### config.mk
export PLATFORM = sky130hd
export DESIGN_NAME = rdist_regfile
export DESIGN_NICKNAME = d
export VERILOG_FILES = /design/src/rtl/rdist_pkg.sv /design/src/rtl/rdist_decode.sv /design/src/rtl/rdist_type_word.sv /design/src/rtl/rdist_fields.sv /design/src/rtl/rdist_regfile.sv
export SDC_FILE = /design/constraint.sdc
export NUM_CORES = 1
export LEC_CHECK = 0
export CAP_MARGIN = 20
export CORE_AREA = 2 2 138 140
export DETAILED_ROUTE_END_ITERATION = 10
export DIE_AREA = 0 0 140 142
export DONT_BUFFER_PORTS = 1
export GPL_ROUTABILITY_DRIVEN = 0
export PLACE_DENSITY_LB_ADDON = 0.1
export SYNTH_ARGS = -nofsm -noshare
export SYNTH_HDL_FRONTEND = slang
export SYNTH_HIERARCHICAL = 1
export SYNTH_SLANG_ARGS = --single-unit
### constraint.sdc
create_clock -name clk -period 2.1 [get_ports clk]
set_input_delay 0.42 -clock clk [delete_from_list [all_inputs] [get_ports clk]]
set_output_delay 0.42 -clock clk [all_outputs]
set_load 0.1 [all_outputs]
### src/rtl/rdist_pkg.sv
package rdist_pkg;
    typedef enum logic [2:0] {
        REG_CTRL, REG_IDENT, REG_TYPE, REG_WAKE,
        REG_PROPS, REG_PEND, REG_SYNC, REG_NONE
    } reg_sel_t;

    typedef enum logic [0:0] {ST_IDLE, ST_RESP} acc_state_t;

    localparam logic [15:0] OFS_CTRL  = 16'h0000;
    localparam logic [15:0] OFS_IDENT = 16'h0008;
    localparam logic [15:0] OFS_TYPE  = 16'h0010;
    localparam logic [15:0] OFS_WAKE  = 16'h0018;
    localparam logic [15:0] OFS_PROPS = 16'h0020;
    localparam logic [15:0] OFS_PEND  = 16'h0028;
    localparam logic [15:0] OFS_SYNC  = 16'h0030;
endpackage

### src/rtl/rdist_decode.sv
module rdist_decode
    import rdist_pkg::*;
#(
    parameter int OFF_W = 12
) (
    input  logic [OFF_W-1:0] offset,
    output reg_sel_t         sel
);
    always_comb begin
        unique case (offset)
            OFF_W'(OFS_CTRL):  sel = REG_CTRL;
            OFF_W'(OFS_IDENT): sel = REG_IDENT;
            OFF_W'(OFS_TYPE):  sel = REG_TYPE;
            OFF_W'(OFS_WAKE):  sel = REG_WAKE;
            OFF_W'(OFS_PROPS): sel = REG_PROPS;
            OFF_W'(OFS_PEND):  sel = REG_PEND;
            OFF_W'(OFS_SYNC):  sel = REG_SYNC;
            default:           sel = REG_NONE;
        endcase
    end
endmodule

### src/rtl/rdist_type_word.sv
module rdist_type_word #(
    parameter int CORE_W = 16,
    parameter int AFF_W  = 32
) (
    input  logic [CORE_W-1:0] core_num,
    input  logic [CORE_W:0]   core_count,
    input  logic [AFF_W-1:0]  core_affinity,
    output logic [63:0]       type_word
);
    logic is_last;

    always_comb begin
        is_last   = ({1'b0, core_num} == (core_count - 1'b1));
        type_word = '0;
        type_word[32 +: AFF_W]  = core_affinity;
        type_word[24]           = 1'b1;
        type_word[8 +: CORE_W]  = core_num;
        type_word[5]            = 1'b1;
        type_word[4]            = is_last;
        type_word[3]            = 1'b1;
        type_word[0]            = 1'b1;
    end
endmodule

### src/rtl/rdist_fields.sv
module rdist_fields
    import rdist_pkg::*;
#(
    parameter int PA_HI   = 51,
    parameter int CFG_LO  = 12,
    parameter int PEND_LO = 16,
    parameter int ID_MAX  = 15
) (
    input  logic        clk,
    input  logic        rst_n,
    input  logic        wr_en,
    input  reg_sel_t    sel,
    input  logic [63:0] wdata,
    input  logic        wake_blocked,
    output logic        lpi_enable,
    output logic        grp0_disable,
    output logic        grp1ns_disable,
    output logic        grp1s_disable,
    output logic [63:0] cfg_tbl_ptr,
    output logic [63:0] pend_tbl_ptr,
    output logic [4:0]  lpi_id_width,
    output logic        pe_sleep
);
    localparam logic [63:0] PA_MASK   = (64'd1 << (PA_HI + 1)) - 64'd1;
    localparam logic [63:0] CFG_MASK  = PA_MASK & ~((64'd1 << CFG_LO) - 64'd1);
    localparam logic [63:0] PEND_MASK = PA_MASK & ~((64'd1 << PEND_LO) - 64'd1);
    localparam logic [4:0]  WIDTH_CAP = 5'(ID_MAX);

    always_ff @(posedge clk) begin
        if (!rst_n) begin
            lpi_enable     <= 1'b0;
            grp0_disable   <= 1'b0;
            grp1ns_disable <= 1'b0;
            grp1s_disable  <= 1'b0;
            cfg_tbl_ptr    <= '0;
            pend_tbl_ptr   <= '0;
            lpi_id_width   <= '0;
            pe_sleep       <= 1'b0;
        end else if (wr_en) begin
            unique case (sel)
                REG_CTRL: begin
                    lpi_enable     <= wdata[0];
                    grp0_disable   <= wdata[1];
                    grp1ns_disable <= wdata[2];
                    grp1s_disable  <= wdata[3];
                end
                REG_PROPS: begin
                    cfg_tbl_ptr  <= wdata & CFG_MASK;
                    lpi_id_width <= (wdata[4:0] > WIDTH_CAP) ? WIDTH_CAP : wdata[4:0];
                end
                REG_PEND: pend_tbl_ptr <= wdata & PEND_MASK;
                REG_WAKE: if (!wake_blocked) pe_sleep <= wdata[1];
                default: ;
            endcase
        end
    end

    // the stored pointer follows the masked write data
    a_r3_cfg_masked: assert property (@(posedge clk) disable iff (!rst_n)
        (wr_en && sel == REG_PROPS) |=> (cfg_tbl_ptr == ($past(wdata) & CFG_MASK)));
    // width clamp
    a_r4_width_cap: assert property (@(posedge clk) disable iff (!rst_n)
        lpi_id_width <= WIDTH_CAP);
    // the stored pending pointer follows the masked write data
    a_r5_pend_masked: assert property (@(posedge clk) disable iff (!rst_n)
        (wr_en && sel == REG_PEND) |=> (pend_tbl_ptr == ($past(wdata) & PEND_MASK)));
    // a blocked wake write leaves the sleep request alone
    a_r8_wake_blocked: assert property (@(posedge clk) disable iff (!rst_n)
        (wr_en && sel == REG_WAKE && wake_blocked) |=> $stable(pe_sleep));
endmodule

### src/rtl/rdist_regfile.sv
module rdist_regfile
    import rdist_pkg::*;
#(
    parameter int OFF_W   = 12,
    parameter int CORE_W  = 16,
    parameter int AFF_W   = 32,
    parameter int PA_HI   = 51,
    parameter int CFG_LO  = 12,
    parameter int PEND_LO = 16,
    parameter int ID_MAX  = 15
) (
    input  logic              clk,
    input  logic              rst_n,
    input  logic              acc_valid,
    input  logic              acc_write,
    input  logic [OFF_W-1:0]  acc_offset,
    input  logic [63:0]       acc_wdata,
    input  logic              acc_secure,
    input  logic              dist_no_security,
    input  logic [CORE_W-1:0] core_num,
    input  logic [CORE_W:0]   core_count,
    input  logic [AFF_W-1:0]  core_affinity,
    output logic              acc_ready,
    output logic              rsp_valid,
    output logic [63:0]       rsp_rdata,
    output logic              rsp_err,
    output logic              lpi_enable,
    output logic              grp0_disable,
    output logic              grp1ns_disable,
    output logic              grp1s_disable,
    output logic [63:0]       cfg_tbl_ptr,
    output logic [63:0]       pend_tbl_ptr,
    output logic [4:0]        lpi_id_width,
    output logic              pe_sleep
);
    acc_state_t state_q, state_d;
    reg_sel_t   sel;
    logic       accept, wake_blocked;
    logic [63:0] type_word, rd_word;

    rdist_decode #(.OFF_W(OFF_W)) u_decode (.offset(acc_offset), .sel(sel));

    rdist_type_word #(.CORE_W(CORE_W), .AFF_W(AFF_W)) u_type (
        .core_num(core_num), .core_count(core_count),
        .core_affinity(core_affinity), .type_word(type_word));

    rdist_fields #(.PA_HI(PA_HI), .CFG_LO(CFG_LO), .PEND_LO(PEND_LO), .ID_MAX(ID_MAX)) u_fields (
        .clk(clk), .rst_n(rst_n), .wr_en(accept && acc_write), .sel(sel),
        .wdata(acc_wdata), .wake_blocked(wake_blocked),
        .lpi_enable(lpi_enable), .grp0_disable(grp0_disable),
        .grp1ns_disable(grp1ns_disable), .grp1s_disable(grp1s_disable),
        .cfg_tbl_ptr(cfg_tbl_ptr), .pend_tbl_ptr(pend_tbl_ptr),
        .lpi_id_width(lpi_id_width), .pe_sleep(pe_sleep));

    assign wake_blocked = !dist_no_security && !acc_secure;
    assign accept       = acc_valid && (state_q == ST_IDLE);

    // next state: ACCEPT moves to ST_RESP, RETIRE returns to ST_IDLE
    always_comb begin
        state_d = state_q;
        unique case (state_q)
            ST_IDLE: if (acc_valid) state_d = ST_RESP;
            ST_RESP: state_d = ST_IDLE;
            default: state_d = ST_IDLE;
        endcase
    end

    always_ff @(posedge clk) begin
        if (!rst_n) state_q <= ST_IDLE;
        else        state_q <= state_d;
    end

    // read word composition
    always_comb begin
        rd_word = '0;
        unique case (sel)
            REG_CTRL:  rd_word[3:0] = {grp1s_disable, grp1ns_disable, grp0_disable, lpi_enable};
            REG_TYPE:  rd_word = type_word;
            REG_WAKE:  if (!wake_blocked) rd_word[2:1] = {pe_sleep, pe_sleep};
            REG_PROPS: rd_word = cfg_tbl_ptr | {59'd0, lpi_id_width};
            REG_PEND:  rd_word = pend_tbl_ptr;
            default:   rd_word = '0;
        endcase
    end

    // output process
    always_ff @(posedge clk) begin
        if (!rst_n) begin
            rsp_rdata <= '0;
            rsp_err   <= 1'b0;
        end else if (accept) begin
            rsp_rdata <= acc_write ? 64'd0 : rd_word;
            rsp_err   <= (sel == REG_NONE);
        end else begin
            rsp_err   <= 1'b0;
        end
    end

    assign acc_ready = (state_q == ST_IDLE);
    assign rsp_valid = (state_q == ST_RESP);

    // a response lasts one cycle
    a_r11_single_rsp: assert property (@(posedge clk) disable iff (!rst_n)
        rsp_valid |=> !rsp_valid);
    // an accepted access yields a response next cycle
    a_r11_accept_rsp: assert property (@(posedge clk) disable iff (!rst_n)
        (acc_valid && acc_ready) |=> rsp_valid);
    // the error strobe only appears with a response
    a_r10_err_in_rsp: assert property (@(posedge clk) disable iff (!rst_n)
        rsp_err |-> rsp_valid);
endmodule

==> flow_metrics.py <==
metrics = {
    "clock_tree": {
        "clk_latency_ps": 420,
        "cts.sinks": 152,
        "hold_buffers": 0,
        "cts_resized": 0,
        "cts_buffers": 17,
        "cts_tree": "done",
        "h-tree-depth": 4,
        "post_cts_buffers": 0,
        "clockBufferDepth": 2,
        "clk_pin_slew_ps": 60,
        "clockRootBuffer": "clkbuf_16",
    },
    "final_layout": {
        "utilization_pct": 52.4,
        "area_growth_pct": 18.9,
        "n_fill_cell": 1803,
        "stdcell_count": 1328,
        "fin_nets": 1229,
        "n_antenna_cell": 0,
        "drive_above_1_share_pct": 24.8,
    },
    "detailed_routing": {
        "wl_per_cell_um": 17.2,
        "viasPerCell": 5.10,
        "vias": 6771,
        "drc": 21,
        "detail-route-antenna-nets": 0,
        "drt_iter0_markers": 261,
        "totalWireLength_um": 22900,
        "dr.pass1.iters": 8,
    },
    "grt": {
        "grt_pass1_wl_um": 35200,
        "grt_max_degree": 136,
        "grt_pass1_vias": 6372,
        "grt_antenna_before_repair": 0,
        "grt_usage_pct": 22.5,
        "overflow": 0,
    },
    "sta": {
        "finalSetupViolations": 0,
        "timing.hold.ws_ps": 135,
        "finalCriticalPeriod_ps": 1830,
        "finalMaxSlewViolations": 0,
        "fin_crit_sh_pct": 86.9,
        "finalClockSkew_ps": 7.15,
        "max_freq_mhz": 548,
        "rsz0062_at_grt": "no",
        "hold_viol_final": 0,
    },
    "setup_path": {
        "crit_arrival_ps": 2170,
        "r2r_start": "rsp_valid",
        "r2r_setup_slack_ps": 460,
        "startpoint_type": "input port",
        "ff2ff_path_depth": 7,
        "end_kind": "flop",
        "required_ps": 2450,
        "worst-path-max-fanout": 5,
        "setup.worst_path.end": "rsp_rdata[4]",
        "worstSetupPathType": "in2reg",
        "r2r_end": "u_fields/grp0_disable",
        "critPathLaunch": "core_count[0]",
    },
    "synthesis": {
        "avgSynthCellArea_um2": 8.22,
        "ys_seq_elements": 152,
        "synth_cell_types": 63,
        "ys.flop_type": "dfxtp_1",
        "netlist_instances": 990,
        "ys_async_sr_fraction_pct": 0,
        "yosysSeqAreaShare_pct": 37.4,
        "ys_warn_count": 6,
        "synth_edf_count": 0,
        "syn-cell-area_um2": 8130,
    },
    "hold_path": {
        "hp-class": "in2reg",
    },
    "die": {
        "start_util_pct": 44.1,
        "row_count": 50,
        "die_y_um": 142,
        "ioPinCount": 352,
        "fp.dieW_um": 140,
        "die_area_um2": 19900,
        "coreArea_um2": 18500,
    },
    "pwr": {
        "power_density_nw_per_um2": 711,
        "p_leak_uw": 0.00423,
        "finalPower_uw": 6870,
        "irDropWorstVdd_mv": 0.535,
    },
    "status": {
        "status": "finished, violations left",
        "violations": "DRC",
    },
    "placement": {
        "hpwl_um": 16800,
        "dp.cells": 1296,
        "portBuffers": 0,
    },
    "run": {
        "cap_violations": 0,
    },
}
==> per-stage QoR <==
stage	setup WS [ps]	area, um^2	TNS (ps)
after floorplan	-2.98	8390	-2.98
after global placement	-106	9020	-106
after detailed placement	-143	9020	-181
after CTS	271	9670	0
after global routing	128	9670	0
final	275	9670	0
==> cell type report <==
class	instances	area [um^2]	area share, %
clock buffers	19	453	4.68
clock inverters	13	190	1.97
inverters	5	18.8	0.194
multi-input cells	712	4120	42.6
flip-flops and latches	152	3040	31.5
well taps	234	293	3.03
repair buffers	193	1550	16.0
==> flip-flops by register name (all words and copies together) (netlist names) <==
register	count
rsp_err	1
rsp_rdata	64
rsp_valid	1
u_fields/cfg_tbl_ptr	40
u_fields/grp0_disable	1
u_fields/grp1ns_disable	1
u_fields/grp1s_disable	1
u_fields/lpi_enable	1
u_fields/lpi_id_width	5
u_fields/pe_sleep	1
u_fields/pend_tbl_ptr	36
==> report_power, final <==
part | leakage [uW] | internal, uW | switching [uW] | total (uW)
Clock | 0.000303 | 2060 | 1260 | 3320
Sequential | 0.00122 | 2890 | 2.17 | 2890
Combinational | 0.00271 | 94.0 | 570 | 664
==> cells in the mapped netlist, types with 2 or more instances <==
| cell | number | area share (%) |
|---|---|---|
| dfxtp_1 | 152 | 37 |
| o21ai_0 | 126 | 7.8 |
| buf_4 | 123 | 11 |
| nand2_1 | 112 | 5.2 |
| nand3_1 | 82 | 5.0 |
| nor2_1 | 72 | 3.3 |
| mux2i_1 | 66 | 8.1 |
| a21oi_1 | 63 | 3.9 |
| buf_2 | 28 | 1.7 |
| o21ai_2 | 20 | 2.2 |
| clkbuf_1 | 18 | 0.83 |
| xnor2_1 | 11 | 1.2 |
| xor2_1 | 11 | 1.2 |
| nor3_1 | 10 | 0.62 |
| clkbuf_2 | 6 | 0.37 |
| nand3_2 | 6 | 0.74 |
| inv_1 | 5 | 0.23 |
| nor2b_1 | 5 | 0.38 |
| buf_1 | 4 | 0.18 |
| buf_6 | 4 | 0.55 |
| nand4_1 | 4 | 0.31 |
| o21ai_1 | 4 | 0.25 |
| conb_1 | 3 | 0.14 |
| nand2b_1 | 3 | 0.23 |
| nor3b_1 | 3 | 0.28 |
| nor4_4 | 3 | 0.78 |
| o211ai_1 | 3 | 0.28 |
| a22o_1 | 2 | 0.22 |
| and4_1 | 2 | 0.22 |
| nand3b_1 | 2 | 0.18 |
| nand4b_1 | 2 | 0.22 |
| nor4b_4 | 2 | 0.58 |
| o311ai_1 | 2 | 0.22 |
| or3_1 | 2 | 0.15 |
==> logic make-up after synthesis <==
family	count (synthesis)	share of synthesized area (%)
flip-flops	152	37.4
multiplexers	66	8.12
adder cells (fa/ha/maj)	1	0.154
XOR/XNOR	23	2.57
other	3	0.138
buffers and inverters	190	15.7
AO/OA/AOI/OAI	234	16.3
AND/OR/NAND/NOR	321	19.6
==> critical path, cell delays in order <==
cell      delay [ps]
inv_1             40
ha_1             180
nor3b_4          300
nand3_1          170
nor3_2           150
xnor2_1          130
o211ai_1         150
nor4b_4          350
a22oi_1          130
a21oi_1          150
==> how the worst min path moves through the flow <==
stage / slack, ps / depth (start not counted) / to / start
floorplan: 560 / 1 / rsp_valid / rst_n
global placement: 430 / 2 / rsp_rdata[15] / rsp_rdata[15]
detailed placement: 440 / 2 / rsp_rdata[15] / rsp_rdata[15]
CTS: 120 / 2 / u_fields/cfg_tbl_ptr[15] / acc_wdata[15]
global route: 120 / 2 / u_fields/cfg_tbl_ptr[14] / acc_wdata[14]
finish: 130 / 2 / u_fields/cfg_tbl_ptr[13] / acc_wdata[13]
==> metal layers <==
metal,vias to the layer above,GRT usage [%],routed length [um]
li1,3412,-,-
met1,3093,27.6,9730
met2,239,37.4,10700
met3,27,7.40,1920
met4,0,7.97,478
met5,-,0,0
==> cells in the final DEF, fill, tap and decap left out, drive strengths merged, types with 3 or more instances in the layout <==
master / n
buf: 193
dfxtp: 152
o21ai: 151
nand2: 112
nand3: 88
nor2: 72
conb: 67
mux2i: 66
a21oi: 63
clkbuf: 19
xor2: 12
xnor2: 11
nor3: 10
inv: 8
nor2b: 6
bufinv: 4
clkinvlp: 4
nand4: 4
nor4: 4
nor3b: 4
o211ai: 3
nand2b: 3
nand4b: 3
Power figures use the tool's default switching activity.
